$ cat config.mk
export PLATFORM = sky130hd
export DESIGN_NAME = sdr_early_pre_seq
export DESIGN_NICKNAME = d
export VERILOG_FILES = /design/src/rtl/sdr_seq_pkg.sv /design/src/rtl/sdr_len_calc.sv /design/src/rtl/sdr_rp_timer.sv /design/src/rtl/sdr_rd_valid_pipe.sv /design/src/rtl/sdr_rd_ctrl.sv /design/src/rtl/sdr_early_pre_seq.sv
export SDC_FILE = /design/constraint.sdc
export NUM_CORES = 1
export LEC_CHECK = 0
export CORE_MARGIN = 2
export CORE_UTILIZATION = 30
export DETAILED_ROUTE_END_ITERATION = 7
export HOLD_SLACK_MARGIN = 0.03
export REMOVE_ABC_BUFFERS = 1
export SYNTH_ARGS = -nofsm -noshare
export SYNTH_HDL_FRONTEND = slang
export SYNTH_SLANG_ARGS = --single-unit
$ cat constraint.sdc
create_clock -name clk_i -period 6.2 [get_ports clk_i]
set_input_delay 1.55 -clock clk_i [delete_from_list [all_inputs] [get_ports clk_i]]
set_output_delay 1.55 -clock clk_i [all_outputs]
set_load 0.1 [all_outputs]
$ cat src/rtl/sdr_seq_pkg.sv
package sdr_seq_pkg;
  typedef enum logic [1:0] {
    CMD_NOP = 2'd0,
    CMD_ACT = 2'd1,
    CMD_RD  = 2'd2,
    CMD_PRE = 2'd3
  } sdr_cmd_e;

  typedef enum logic [1:0] {
    ST_IDLE  = 2'd0,
    ST_ACT   = 2'd1,
    ST_BURST = 2'd2
  } seq_state_e;
endpackage

$ cat src/rtl/sdr_len_calc.sv
module sdr_len_calc #(
  parameter int unsigned COL_W = 8,
  parameter int unsigned LEN_W = COL_W + 1
) (
  input  logic [LEN_W-1:0] len_i,
  input  logic [1:0]       bl_code_i,
  input  logic             full_page_i,
  output logic [LEN_W-1:0] len_o
);
  localparam int unsigned PAGE = 1 << COL_W;

  logic [LEN_W-1:0] len_nz, bl_val, cap;

  always_comb begin
    len_nz = (len_i == '0) ? LEN_W'(1) : len_i;
    bl_val = LEN_W'(1) << bl_code_i;
    cap    = full_page_i ? LEN_W'(PAGE) : bl_val;
    len_o  = (len_nz > cap) ? cap : len_nz;
  end
endmodule

$ cat src/rtl/sdr_rp_timer.sv
module sdr_rp_timer #(
  parameter int unsigned TRP_W = 4
) (
  input  logic             clk_i,
  input  logic             rst_ni,
  input  logic             load_i,
  input  logic [TRP_W-1:0] trp_i,
  output logic             zero_o
);
  logic [TRP_W-1:0] cnt_q;
  logic [TRP_W-1:0] trp_eff;

  assign trp_eff = (trp_i == '0) ? TRP_W'(1) : trp_i;

  // loaded one edge before PRECHARGE shows, so the count reads tRP-1 in that cycle
  always_ff @(posedge clk_i or negedge rst_ni) begin
    if (!rst_ni)              cnt_q <= '0;
    else if (load_i)          cnt_q <= trp_eff - TRP_W'(1);
    else if (cnt_q != '0)     cnt_q <= cnt_q - TRP_W'(1);
  end

  assign zero_o = (cnt_q == '0);

  p_count_down_r10: assert property (@(posedge clk_i) disable iff (!rst_ni)
    (!$past(load_i) && $past(cnt_q) != '0) |-> (cnt_q == $past(cnt_q) - TRP_W'(1)));
endmodule

$ cat src/rtl/sdr_rd_valid_pipe.sv
module sdr_rd_valid_pipe (
  input  logic clk_i,
  input  logic rst_ni,
  input  logic beat_i,
  input  logic cl3_i,
  output logic valid_o
);
  localparam int unsigned CL_MAX = 3;

  logic [CL_MAX-1:0] beat_sr;
  logic [CL_MAX-1:0] cl3_sr;

  // each beat carries its own latency tag so a later config change cannot cut the tail
  for (genvar g = 0; g < CL_MAX; g++) begin : g_stage
    if (g == 0) begin : g_head
      always_ff @(posedge clk_i or negedge rst_ni) begin
        if (!rst_ni) begin
          beat_sr[0] <= 1'b0;
          cl3_sr[0]  <= 1'b0;
        end else begin
          beat_sr[0] <= beat_i;
          cl3_sr[0]  <= cl3_i;
        end
      end
    end else begin : g_tail
      always_ff @(posedge clk_i or negedge rst_ni) begin
        if (!rst_ni) begin
          beat_sr[g] <= 1'b0;
          cl3_sr[g]  <= 1'b0;
        end else begin
          beat_sr[g] <= beat_sr[g-1];
          cl3_sr[g]  <= cl3_sr[g-1];
        end
      end
    end
  end

  assign valid_o = (beat_sr[1] & ~cl3_sr[1]) | (beat_sr[2] & cl3_sr[2]);

  p_valid_from_beat_r9: assert property (@(posedge clk_i) disable iff (!rst_ni)
    valid_o |-> ($past(beat_i, 2) || $past(beat_i, 3)));
endmodule

$ cat src/rtl/sdr_rd_ctrl.sv
module sdr_rd_ctrl
  import sdr_seq_pkg::*;
#(
  parameter int unsigned BANK_W = 2,
  parameter int unsigned ROW_W  = 12,
  parameter int unsigned COL_W  = 8,
  parameter int unsigned LEN_W  = COL_W + 1,
  parameter int unsigned TRP_W  = 4,
  parameter int unsigned TRCD   = 2,
  localparam int unsigned ADDR_W = (ROW_W > COL_W) ? ROW_W : COL_W
) (
  input  logic              clk_i,
  input  logic              rst_ni,
  input  logic              accept_i,
  input  logic [BANK_W-1:0] bank_i,
  input  logic [ROW_W-1:0]  row_i,
  input  logic [COL_W-1:0]  col_i,
  input  logic [LEN_W-1:0]  len_i,
  input  logic              cl3_i,
  input  logic [TRP_W-1:0]  trp_i,
  output logic [1:0]        cmd_o,
  output logic [BANK_W-1:0] bank_o,
  output logic [ADDR_W-1:0] addr_o,
  output logic              beat_o,
  output logic              cl3_o,
  output logic [TRP_W-1:0]  trp_o,
  output logic              pre_load_o,
  output logic              idle_o
);
  seq_state_e        state_q, state_d;
  logic [LEN_W-1:0]  cnt_q, cnt_d;
  sdr_cmd_e          cmd_q, cmd_d;
  logic [BANK_W-1:0] bank_q, bank_d, req_bank_q;
  logic [ADDR_W-1:0] addr_q, addr_d;
  logic [COL_W-1:0]  col_q;
  logic [LEN_W-1:0]  len_q;
  logic              cl3_q;
  logic [TRP_W-1:0]  trp_q;

  always_comb begin
    state_d    = state_q;
    cnt_d      = cnt_q;
    cmd_d      = CMD_NOP;
    bank_d     = '0;
    addr_d     = '0;
    pre_load_o = 1'b0;
    unique case (state_q)
      ST_IDLE: begin
        if (accept_i) begin
          cmd_d   = CMD_ACT;
          bank_d  = bank_i;
          addr_d  = ADDR_W'(row_i);
          cnt_d   = LEN_W'(TRCD - 1);
          state_d = ST_ACT;
        end
      end
      ST_ACT: begin
        if (cnt_q == '0) begin
          cmd_d   = CMD_RD;
          bank_d  = req_bank_q;
          addr_d  = ADDR_W'(col_q);
          // PRECHARGE lands len cycles after READ: CL-1 before the last wanted beat
          cnt_d   = len_q - LEN_W'(1);
          state_d = ST_BURST;
        end else begin
          cnt_d = cnt_q - LEN_W'(1);
        end
      end
      ST_BURST: begin
        if (cnt_q == '0) begin
          cmd_d      = CMD_PRE;
          bank_d     = req_bank_q;
          pre_load_o = 1'b1;
          state_d    = ST_IDLE;
        end else begin
          cnt_d = cnt_q - LEN_W'(1);
        end
      end
      default: state_d = ST_IDLE;
    endcase
  end

  always_ff @(posedge clk_i or negedge rst_ni) begin
    if (!rst_ni) begin
      state_q <= ST_IDLE;
      cnt_q   <= '0;
      cmd_q   <= CMD_NOP;
      bank_q  <= '0;
      addr_q  <= '0;
    end else begin
      state_q <= state_d;
      cnt_q   <= cnt_d;
      cmd_q   <= cmd_d;
      bank_q  <= bank_d;
      addr_q  <= addr_d;
    end
  end

  always_ff @(posedge clk_i or negedge rst_ni) begin
    if (!rst_ni) begin
      req_bank_q <= '0;
      col_q      <= '0;
      len_q      <= LEN_W'(1);
      cl3_q      <= 1'b0;
      trp_q      <= '0;
    end else if (accept_i && state_q == ST_IDLE) begin
      req_bank_q <= bank_i;
      col_q      <= col_i;
      len_q      <= len_i;
      cl3_q      <= cl3_i;
      trp_q      <= trp_i;
    end
  end

  assign cmd_o  = cmd_q;
  assign bank_o = bank_q;
  assign addr_o = addr_q;
  assign beat_o = (state_q == ST_BURST);
  assign cl3_o  = cl3_q;
  assign trp_o  = trp_q;
  assign idle_o = (state_q == ST_IDLE);

  p_read_after_act_r4: assert property (@(posedge clk_i) disable iff (!rst_ni)
    (cmd_q == CMD_RD) |-> ($past(state_q) == ST_ACT));
  p_pre_ends_burst_r5: assert property (@(posedge clk_i) disable iff (!rst_ni)
    (cmd_q == CMD_PRE) |-> ($past(state_q) == ST_BURST && bank_q == req_bank_q));
endmodule

$ cat src/rtl/sdr_early_pre_seq.sv
module sdr_early_pre_seq
  import sdr_seq_pkg::*;
#(
  parameter int unsigned BANK_W = 2,
  parameter int unsigned ROW_W  = 12,
  parameter int unsigned COL_W  = 8,
  parameter int unsigned LEN_W  = COL_W + 1,
  parameter int unsigned TRP_W  = 4,
  parameter int unsigned TRCD   = 2,
  localparam int unsigned ADDR_W = (ROW_W > COL_W) ? ROW_W : COL_W
) (
  input  logic              clk_i,
  input  logic              rst_ni,
  input  logic              req_valid_i,
  input  logic [BANK_W-1:0] req_bank_i,
  input  logic [ROW_W-1:0]  req_row_i,
  input  logic [COL_W-1:0]  req_col_i,
  input  logic [LEN_W-1:0]  req_len_i,
  input  logic              cfg_cl3_i,
  input  logic [1:0]        cfg_bl_i,
  input  logic              cfg_full_page_i,
  input  logic [TRP_W-1:0]  cfg_trp_i,
  output logic              ready_o,
  output logic [1:0]        cmd_o,
  output logic [BANK_W-1:0] bank_o,
  output logic [ADDR_W-1:0] addr_o,
  output logic              rd_valid_o
);
  logic [LEN_W-1:0] len_eff;
  logic             accept, idle, rp_zero, beat, cl3_lat, pre_load;
  logic [TRP_W-1:0] trp_lat;

  assign ready_o = idle & rp_zero;
  assign accept  = req_valid_i & ready_o;

  sdr_len_calc #(.COL_W(COL_W), .LEN_W(LEN_W)) i_len_calc (
    .len_i       (req_len_i),
    .bl_code_i   (cfg_bl_i),
    .full_page_i (cfg_full_page_i),
    .len_o       (len_eff)
  );

  sdr_rd_ctrl #(
    .BANK_W(BANK_W), .ROW_W(ROW_W), .COL_W(COL_W),
    .LEN_W(LEN_W), .TRP_W(TRP_W), .TRCD(TRCD)
  ) i_rd_ctrl (
    .clk_i      (clk_i),
    .rst_ni     (rst_ni),
    .accept_i   (accept),
    .bank_i     (req_bank_i),
    .row_i      (req_row_i),
    .col_i      (req_col_i),
    .len_i      (len_eff),
    .cl3_i      (cfg_cl3_i),
    .trp_i      (cfg_trp_i),
    .cmd_o      (cmd_o),
    .bank_o     (bank_o),
    .addr_o     (addr_o),
    .beat_o     (beat),
    .cl3_o      (cl3_lat),
    .trp_o      (trp_lat),
    .pre_load_o (pre_load),
    .idle_o     (idle)
  );

  sdr_rp_timer #(.TRP_W(TRP_W)) i_rp_timer (
    .clk_i  (clk_i),
    .rst_ni (rst_ni),
    .load_i (pre_load),
    .trp_i  (trp_lat),
    .zero_o (rp_zero)
  );

  sdr_rd_valid_pipe i_valid_pipe (
    .clk_i   (clk_i),
    .rst_ni  (rst_ni),
    .beat_i  (beat),
    .cl3_i   (cl3_lat),
    .valid_o (rd_valid_o)
  );

  p_act_on_accept_r3: assert property (@(posedge clk_i) disable iff (!rst_ni)
    (cmd_o == CMD_ACT) |-> $past(req_valid_i && ready_o));
  p_act_after_rp_r10: assert property (@(posedge clk_i) disable iff (!rst_ni)
    (cmd_o == CMD_ACT) |-> $past(rp_zero));
  p_nop_when_idle_r2: assert property (@(posedge clk_i) disable iff (!rst_ni)
    $past(ready_o && !req_valid_i) |-> (cmd_o == CMD_NOP));
  p_busy_ignores_r11: assert property (@(posedge clk_i) disable iff (!rst_ni)
    $past(!ready_o && idle) |-> (cmd_o != CMD_ACT));
endmodule

==> Word level (Yosys, flattened, before mapping) <==
Cells that the tools add are included.
{ "word_totals": {"regBits": 61, "inputBits": 42, "out_inout_bits": 18, "wordCells": 73} }
{ "op_classes": {"add_sub_neg": 4, "n_lt_le_gt_ge": 1, "eq_ne": 6, "shift": 1, "mux": 26, "n_bitwise": 6, "n_reduce_logical": 12} }
{ "ops": {"columns": ["op", "count"], "rows": [
  ["$mux 9", 6],
  ["$pmux 9 s3", 1],
  ["$pmux 12 s2", 1],
  ["$logic_not 9->1", 2],
  ["$sub 9x1->9 const B", 2],
  ["$mux 2", 7],
  ["$mux 12", 1],
  ["$mux 4", 3],
  ["$pmux 2 s3", 2],
  ["$gt 9x9->1", 1],
  ["$shl 1x2->9 const A", 1],
  ["$logic_not 4->1", 2],
  ["$mux 8", 1],
  ["$sub 4x1->4 const B", 2],
  ["$reduce_and 3->1", 2],
  ["$and 1x1->1", 4],
  ["$ne 2x1->1 const B", 2],
  ["$ne 2x2->1 const B", 2],
  ["$pmux 2 s2", 1],
  ["$reduce_bool 4->1", 1],
  ["$mux 1", 3],
  ["$reduce_bool 3->1", 1],
  ["$eq 2x1->1 const B", 1],
  ["$eq 2x2->1 const B", 1],
  ["other kinds (6)", 6]
]} }

==> Depth between registers and ports, before layout <==
Gate-level depths: netlist of run 1.
{ "logic_depth": {"word_depth": 5, "depth_mapped": 9, "mapped_depth_nobuf": 8} }

==> By module <==
A second synthesis of run 1 with hierarchy kept.
{ "hier_totals": {"hier_cells": 334, "hier_area_um2": 3201.8} }
{ "modules_own_cells": {"columns": ["mod", "instances", "cells_each", "area_per_inst_um2", "seq_area_each_um2"], "rows": [
  ["sdr_rd_ctrl", 1, 263, 2489.9, 1277.5],
  ["sdr_len_calc", 1, 40, 301.5, 0.0],
  ["sdr_rp_timer", 1, 20, 231.5, 100.1],
  ["sdr_rd_valid_pipe", 1, 9, 166.4, 150.1],
  ["sdr_early_pre_seq", 1, 2, 12.5, 0.0]
]} }

==> Worst setup path before layout of run 1 <==
No wires, ideal clock.
{ "synth_timing": {"kind": "register to output", "startpoint": "register i_valid_pipe.beat_sr[1]", "endpoint": "output rd_valid_o", "arrival_time_ns": 2.465, "required_ns": 4.650, "setup_slack_ns": 2.185, "stages_incl_launch_ff": 3, "n_path_buf": 0, "path_cell_list": "dfrtp_1 inv_1 o21ai_0"} }
{ "synth_between": {"elab_chain_len": 2} }
{ "synth_rtl": {"columns": ["item", "line", "source"], "rows": [
  ["from (decl)", "sdr_rd_valid_pipe.sv:10", "logic [CL_MAX-1:0] beat_sr;"],
  ["from (signal, indexed assignment)", "sdr_rd_valid_pipe.sv:31", "beat_sr[g] <= beat_sr[g-1];"],
  ["$and 1x1->1", "sdr_rd_valid_pipe.sv:38", "assign valid_o = (beat_sr[1] & ~cl3_sr[1]) | (beat_sr[2] & cl3_sr[2]);"],
  ["$or 1x1->1", "sdr_rd_valid_pipe.sv:38", null],
  ["to (decl)", "sdr_early_pre_seq.sv:27", "output logic rd_valid_o"]
]} }
Every way passes these cells.

==> Worst setup path in the final report of run 1 <==
{ "layout_timing": {"startpoint": "register i_rp_timer.cnt_q[3]", "endpoint": "output ready_o"} }
{ "layout_between": {"elab_chain_len": 2} }
{ "layout_rtl": {"columns": ["item", "line", "source"], "rows": [
  ["from (decl)", "sdr_rp_timer.sv:10", "logic [TRP_W-1:0] cnt_q;"],
  ["from (signal assigned)", "sdr_rp_timer.sv:18", "else if (load_i) cnt_q <= trp_eff - TRP_W'(1);"],
  ["from (signal assigned)", "sdr_rp_timer.sv:19", "else if (cnt_q != '0) cnt_q <= cnt_q - TRP_W'(1);"],
  ["$logic_not 4->1", "sdr_rp_timer.sv:22", "assign zero_o = (cnt_q == '0);"],
  ["$and 1x1->1", "sdr_early_pre_seq.sv:33", "assign ready_o = idle & rp_zero;"],
  ["to (decl)", "sdr_early_pre_seq.sv:23", "output logic ready_o,"]
]} }
Every way passes these cells.

==> summary.txt, run 1 <==
Status
  • Outcome: completed

Route
  • Met2 wire len: roughly 3000 um
  • Via count: about 2.4k
  • Initial drt markers: 61
  • Top Metal Used: met4
  • Routed wl met3: 299 um
  • Vias per Instance: ~4.7
  • M1 WL: ~3000 um
  • Per-cell routed wire length: between 10 and 15 um
  • 1st-pass router iterations: 4
  • Final ANT Viol Nets: 0
  • Drt total wl: roughly 6500 um
  • # DRC: 0

Timing
  • Slew HR: between 30% and 40%
  • Final setup vio count: 0
  • Layout Skew: 7.873 ps
  • Final period util: 66.43%
  • Final WS setup: approximately 2100 ps
  • Hold Vio Cnt, Final: 0
  • Worst slew pin tran: ~1000 ps
  • Setup TNS: 0 ps
  • Final hold slack: approximately 350 ps
  • RSZ-0062 raised after global routing: false
  • Max Freq: ~240 MHz
  • Crit path time final: about 4000 ps
  • Slew Viols, Final: 0

Power and ir drop
  • Sw frac: a little under a quarter
  • VDD IR max: ~0.11 mV
  • Switching power total: between 150 and 200 uW
  • P_int: 580.8 uW
  • Combinational group share of total power: 6.5%
  • Clock power frac: 40.7%
  • Flop pwr share: 52.9%
  • Leakage: roughly 1.8 nW
  • Pwr Density: 194.7 nW/um2

GRT
  • Number of global-route vias before repair: 2338
  • Gr usage total: about 13%
  • Largest net degree at the start of global routing: 62
  • Global-route wire length before repair: approximately 11000 um
  • Gr ovfl total: 0
  • Initial antenna violation count: 0

Die
  • Core area: approximately 10000 um2
  • Full die area: about 11000 um2
  • Chip height: around 100 um
  • Initial Utilization: between 30% and 40%
  • Rows: 36
  • Chip width: between 100 and 150 um
  • IO Count: 60

Logic synthesis
  • Async SR Flop Fraction: between 90% and 100%
  • Mapped Cells: ~310
  • Post-Syn Area: about 3000 um2
  • Syn Area/Cell: around 9.7 um2
  • Sequential share of the synthesized area: between 50% and 60%
  • Synth cell types: 50
  • Area share of the largest cell type after synthesis: roughly 50%
  • Flop and latch count out of synthesis: 61
  • Cell with the most instances after synthesis: nand2_1
  • Top_reg_cell synth: dfrtp_1
  • Synth area leader: dfrtp_1
  • Area contributors post-synth: dfrtp_1 50%, nand2_1 8.3%, ha_1 5.0%, a22o_1 3.2%, nand3_1 2.0%
  • Syn. warnings: 0
  • EDFF count, synth: 0
  • Most frequent cells after synthesis: 66 x nand2_1, 60 x dfrtp_1, 16 x nor2_1

Worst setup path
  • Worst setup SP type: register
  • Crit path capture type: output port
  • Largest fanout on the critical path: 6
  • CP max stage delay: 1140 ps
  • WS Path Type: reg -> out
  • Cell at the slowest stage of the critical path: clkdlybuf4s50_1
  • Critical path cell sequence: nor4_2 > and2_1 > clkdlybuf4s50_1
  • Required @ worst endpoint: between 4000 and 5000 ps
  • WP data arrival: approximately 2600 ps

CTS
  • Worst-path clk slew: roughly 60 ps
  • Number of clock sinks: 61
  • H-tree levels: 3
  • CTS buffer count: 9
  • Total setup buffers inserted after CTS: 0
  • TritonCTS clock tree: built
  • Longest Clk Path Bufs: 2
  • CTS root buffer: clkbuf_8
  • Hold_buf cts: 0
  • Worst skew pair latency: between 300 and 400 ps
  • Post_cts resized: 0

Finish
  • # diodes: 0
  • Share of layout cells above drive strength 1: 7.258%
  • # fillers: around 1.0k
  • Synth-to-layout area growth: 29.22%
  • Final instance area: 3867 um2
  • Area of the multi-input gates: between 1000 and 1500 um2
  • Fin util: between 30 and 40%
  • Area occupied by registers: about 1500 um2
  • Nets: 421

Placement
  • Pre-CTS WS: about 2100 ps
  • IO Port Bufs: 59
  • Placer Congestion: slightly above 0.8
  • Placed cell area: 3697 um2
  • Post-DP HPWL: between 4000 and 5000 um

Worst hold path
  • Min-Delay Path Class: reg -> reg

Run
  • Max_cap viols: 0
per-layer routing:
metal	track usage, %	vias up
met3	3.571	11
li1	-	1193
met4	5.019	0
met2	20.54	48
met5	0	-
met1	15.79	1118
stage by stage:
stage | instances | power [mW]
2_1_floorplan | 294 | 0.4163
3_3_place_gp | 489 | 0.4547
3_5_place_dp | 489 | 0.4550
4_1_cts | 505 | 0.7661
5_1_grt | 505 | 0.7830
6_report | 505 | 0.7528
cell usage in the layout (no fill, tap or decap), types with 2 or more instances in the layout:
| cell | count |
|---|---|
| a21boi_0 | 3 |
| a21oi_1 | 7 |
| a221o_1 | 4 |
| a22o_1 | 11 |
| a31oi_1 | 3 |
| and2_1 | 6 |
| buf_4 | 3 |
| clkbuf_1 | 2 |
| clkbuf_8 | 10 |
| clkdlybuf4s50_1 | 58 |
| clkinv_2 | 2 |
| clkinvlp_4 | 2 |
| dfrtp_1 | 60 |
| ha_1 | 12 |
| inv_1 | 14 |
| mux2i_1 | 4 |
| nand2_1 | 66 |
| nand2b_1 | 3 |
| nand3_1 | 12 |
| nor2_1 | 16 |
| nor3_1 | 9 |
| nor4_1 | 5 |
| nor4b_1 | 3 |
| o21ai_0 | 11 |
| o22ai_1 | 5 |
| o31ai_1 | 3 |
| o32ai_1 | 2 |
| or3_1 | 4 |
| or4_1 | 3 |
| xnor2_1 | 6 |
| xor2_1 | 2 |
cell families (layout without fill, tap and decap cells):
family / Yosys count / count (layout) / synth area share [%]
and+or+nand+nor: 137 / 137 / 21.99
DFF: 61 / 61 / 51.05
AOI/OAI and AO/OA: 57 / 57 / 13.80
buffers and inverters: 29 / 92 / 4.097
adders and majority gates: 12 / 12 / 5.017
xor gates and xnor gates: 8 / 8 / 2.341
muxes: 5 / 5 / 1.714
state kept, by name, summed over array words and instances, names as in the netlist:
name,count
i_valid_pipe.cl3_sr,3
i_rp_timer.cnt_q,4
i_rd_ctrl.bank_o,2
i_rd_ctrl.len_q,9
i_rd_ctrl.req_bank_q,2
i_rd_ctrl.state_q,2
i_rd_ctrl.cl3_o,1
i_rd_ctrl.cmd_o,2
i_rd_ctrl.trp_o,4
i_rd_ctrl.cnt_q,9
i_rd_ctrl.addr_o,12
i_valid_pipe.beat_sr,3
i_rd_ctrl.col_q,8
area by class of cell:
class	count	share of cell area (%)
repair buffers	62	15.72
clock buffers	12	3.753
flip-flops and latches	61	39.50
inverters	14	1.359
clock inverters	4	0.6470
well taps	133	4.303
multi-input cells	219	34.71
worst max-delay path, delay by kind of cell, from the launching register on:
family        cells  cell delay, ps
buf+inv           1            1140
flops             1             400
simple gates      2             700
worst paths after layout:
kind                                                  start                                 to  slack [ps]  cells after the start
max                         i_rp_timer.cnt_q[3]$_DFFE_PN0P_                            ready_o        2080                      3
min                        i_valid_pipe.cl3_sr[0]$_DFF_PN0_   i_valid_pipe.cl3_sr[1]$_DFF_PN0_         350                      0
max reg2reg                  i_rd_ctrl.cnt_q[0]$_DFFE_PN0P_     i_rd_ctrl.cnt_q[2]$_DFFE_PN0P_        3410                      7
min reg2reg                i_valid_pipe.cl3_sr[0]$_DFF_PN0_   i_valid_pipe.cl3_sr[1]$_DFF_PN0_         350                      0
max in group asynchronous                            rst_ni      i_rd_ctrl.addr_o[3]$_DFF_PN0_        4330                      2
min in group asynchronous                            rst_ni  i_valid_pipe.beat_sr[2]$_DFF_PN0_        1360                      2
power by group through the flow:
stage | Combinational (mW) | Clock, mW | Sequential, mW
final | 0.0487 | 0.306 | 0.398
after global routing | 0.0545 | 0.331 | 0.398
after CTS | 0.0500 | 0.318 | 0.398
after detailed placement | 0.0497 | 0 | 0.405
after global placement | 0.0493 | 0 | 0.405
after floorplan | 0.0108 | 0 | 0.406
No activity file was read; power rests on OpenSTA's default activity.
==> run 2: changes to the inputs <==
==> constraint.sdc (replaced) <==
create_clock -name clk_i -period 3.45 [get_ports clk_i]
set_input_delay 0.8625 -clock clk_i [delete_from_list [all_inputs] [get_ports clk_i]]
set_output_delay 0.8625 -clock clk_i [all_outputs]
set_load 0.1 [all_outputs]
==> run 2 against run 1 <==
Net effect: total power rose by 83%; hold slack improved by 2.5 ps; global-route usage increased by 0.25 points; critical path type is now in -> reg.
==> summary.txt, run 2 (synthesis gave the netlist of run 1 again) <==
CTS
  • Longest Clk Path Bufs: 2 (unchanged)
  • Hold_buf cts: 0 (unchanged)
  • CTS root buffer: clkbuf_8 (unchanged)
  • Number of clock sinks: 61 (unchanged)
  • Worst-path clk slew: 70 ps (was 60 ps)
  • TritonCTS clock tree: built (unchanged)
  • Post_cts resized: 0 (unchanged)
  • Total setup buffers inserted after CTS: 0 (unchanged)
  • CTS buffer count: 9 (unchanged)
  • Worst skew pair latency: 340 ps (about the same)
  • H-tree levels: 3 (unchanged)

Finish
  • Area occupied by registers: 1528 um2 (unchanged)
  • Nets: 423 (was 421)
  • Max FFs per register: 12 (unchanged)
  • Most common library cell in the layout ignoring fill and taps: nand2_1 (unchanged)
  • # diodes: 0 (unchanged)
  • Synth-to-layout area growth: 28.47% (was 29.22%)
  • Most frequent cells in the layout: 66 x nand2_1, 60 x dfrtp_1, 40 x clkdlybuf4s50_1 (was 66 x nand2_1, 60 x dfrtp_1, 58 x clkdlybuf4s50_1)
  • # fillers: 1013 (was 1009)
  • Area of the multi-input gates: 1343 um2 (unchanged)
  • Share of layout cells above drive strength 1: 12.83% (was 7.258%)

Route
  • Initial drt markers: 72 (was 61)
  • Drt total wl: 6633 um (was 6486 um)
  • Per-cell routed wire length: 13.08 um (was 12.84 um)
  • Via count: 2420 (was 2370)
  • Final ANT Viol Nets: 0 (unchanged)
  • 1st-pass router iterations: 4 (unchanged)
  • # DRC: 0 (unchanged)
  • Vias per Instance: 4.773 (was 4.693)

GRT
  • Global-route wire length before repair: 11340 um (was 11070 um)
  • Gr ovfl total: 0 (unchanged)
  • Largest net degree at the start of global routing: 32 (was 62)
  • Number of global-route vias before repair: 2397 (was 2338)
  • Initial antenna violation count: 0 (unchanged)
  • Gr usage total: 12.85% (was 12.60%)

Power and ir drop
  • Switching power total: 316.6 uW (was 172.0 uW)
  • Pwr Density: 359.2 nW/um2 (was 194.7 nW/um2)
  • Combinational group share of total power: 6.7% (was 6.5%)
  • Leakage: 1.874 nW (was 1.819 nW)
  • Clock power frac: 41.5% (was 40.7%)
  • VDD IR max: 0.2204 mV (was 0.1061 mV)
  • Total power: 1.381 mW (was 752.8 uW)
  • P_int: 1.064 mW (was 580.8 uW)
  • Flop pwr share: 51.8% (was 52.9%)
  • Sw frac: 22.93% (was 22.85%)

Worst setup path
  • WS Path Type: in -> reg (was reg -> out)
  • Worst setup SP type: input port (was register)
  • Largest fanout on the critical path: 3 (was 6)
  • Required @ worst endpoint: 3720 ps (was 4650 ps)
  • Flop-to-flop setup slack: 590 ps (was 3410 ps)
  • Crit path capture type: register (was output port)
  • WP data arrival: 3150 ps (was 2570 ps)

Placement
  • Post-DP HPWL: 4774 um (was 4562 um)
  • Placer Congestion: 0.8660 (was 0.8274)
  • IO Port Bufs: 59 (unchanged)

Timing
  • Hold Vio Cnt, Final: 0 (unchanged)
  • Setup TNS: 0 ps (unchanged)
  • Slew Viols, Final: 0 (unchanged)
  • Final period util: a little over four fifths
  • Final setup vio count: 0 (unchanged)
  • RSZ-0062 raised after global routing: false (unchanged)
  • Slew HR: 62.59% (was 32.97%)
  • Max Freq: approximately 350 MHz
  • Crit path time final: roughly 2900 ps
  • Worst slew pin tran: 556.9 ps (was 1002 ps)
  • Layout Skew: 6.872 ps (was 7.873 ps)

Worst hold path
  • Min-Delay Path Class: reg -> reg (unchanged)

Die
  • IO Count: 60 (unchanged)
  • Full die area: 10790 um2 (unchanged)
  • Chip width: 103.9 um (unchanged)
  • Rows: 36 (unchanged)
  • Core area: 9729 um2 (unchanged)
  • Chip height: 103.9 um (unchanged)
  • Initial Utilization: 30.76% (unchanged)

Status
  • Outcome: completed (unchanged)

Run
  • Max_cap viols: 0 (unchanged)
## run 2: cell count changes in the layout (fill, tap and decap cells not counted), sizes merged
| cell | before | now |
|---|---|---|
| buf | 4 | 24 |
| clkinvlp | 2 | 1 |
| clkinv | 2 | 3 |
| clkdlybuf4s50 | 58 | 40 |
## run 2: worst paths after layout
path / start / depth (start not counted) / end
max in group asynchronous: rst_ni / 2 / i_rd_ctrl.len_q[0]$_DFFE_PN1P_
min reg2reg: i_valid_pipe.cl3_sr[0]$_DFF_PN0_ / 0 / i_valid_pipe.cl3_sr[1]$_DFF_PN0_
min: i_valid_pipe.cl3_sr[0]$_DFF_PN0_ / 0 / i_valid_pipe.cl3_sr[1]$_DFF_PN0_
max reg2reg: i_rd_ctrl.cnt_q[0]$_DFFE_PN0P_ / 7 / i_rd_ctrl.cnt_q[4]$_DFFE_PN0P_
min in group asynchronous: rst_ni / 1 / i_valid_pipe.cl3_sr[2]$_DFF_PN0_
max: req_len_i[5] / 9 / i_rd_ctrl.len_q[0]$_DFFE_PN1P_
## run 2: layer usage
layer | part of all wire [%] | routed length [um] | GRT usage, %
met1 | 46 | 3068 | 15.93
met2 | 47 | 3133 | 20.77
met3 | 4.6 | 307 | 3.885
met5 | 0 | 0 | 0
met4 | 1.9 | 124 | 5.502
## run 2: cell type report
cell class / instances / share of cell area [%]
Tap cell: 133 / 4.328
Clock buffer: 12 / 4.035
Timing Repair Buffer: 64 / 15.03
Clock inverter: 4 / 0.5857
Sequential cell: 61 / 39.73
Inverter: 14 / 1.367
Multi-Input combinational cell: 219 / 34.92
## run 2: power groups by stage
stage               Sequential, mW  Combinational [mW]  Clock [mW]
CTS                          0.715              0.0936       0.598
global placement             0.729              0.0919           0
global route                 0.714               0.102       0.628
finish                       0.715              0.0921       0.574
floorplan                    0.729              0.0194           0
detailed placement           0.729              0.0929           0
## run 2: through the flow
| step | worst slack, ps | hold WS [ps] | utilization (%) | area (um2) | std cells |
|---|---|---|---|---|---|
| global placement | 303.6 | 334.3 | 37.69 | 3667 | 491 |
| finish | 573.0 | 351.6 | 39.52 | 3845 | 507 |
| floorplan | 122.8 | 331.2 | - | 2923 | 294 |
| global route | 404.5 | 366.9 | 39.52 | 3845 | 507 |
| CTS | 583.7 | 354.5 | 39.52 | 3845 | 507 |
| detailed placement | 231.8 | 337.0 | 37.69 | 3667 | 491 |
## run 2: worst max-delay path, stage by stage
cell and delay [ps]:
clkdlybuf4s50_1 420, nor4_1 470, a21oi_1 160, ha_1 230
nand2b_1 130, a21oi_1 160, o21ai_1 130, or4_1 400
a31oi_1 180
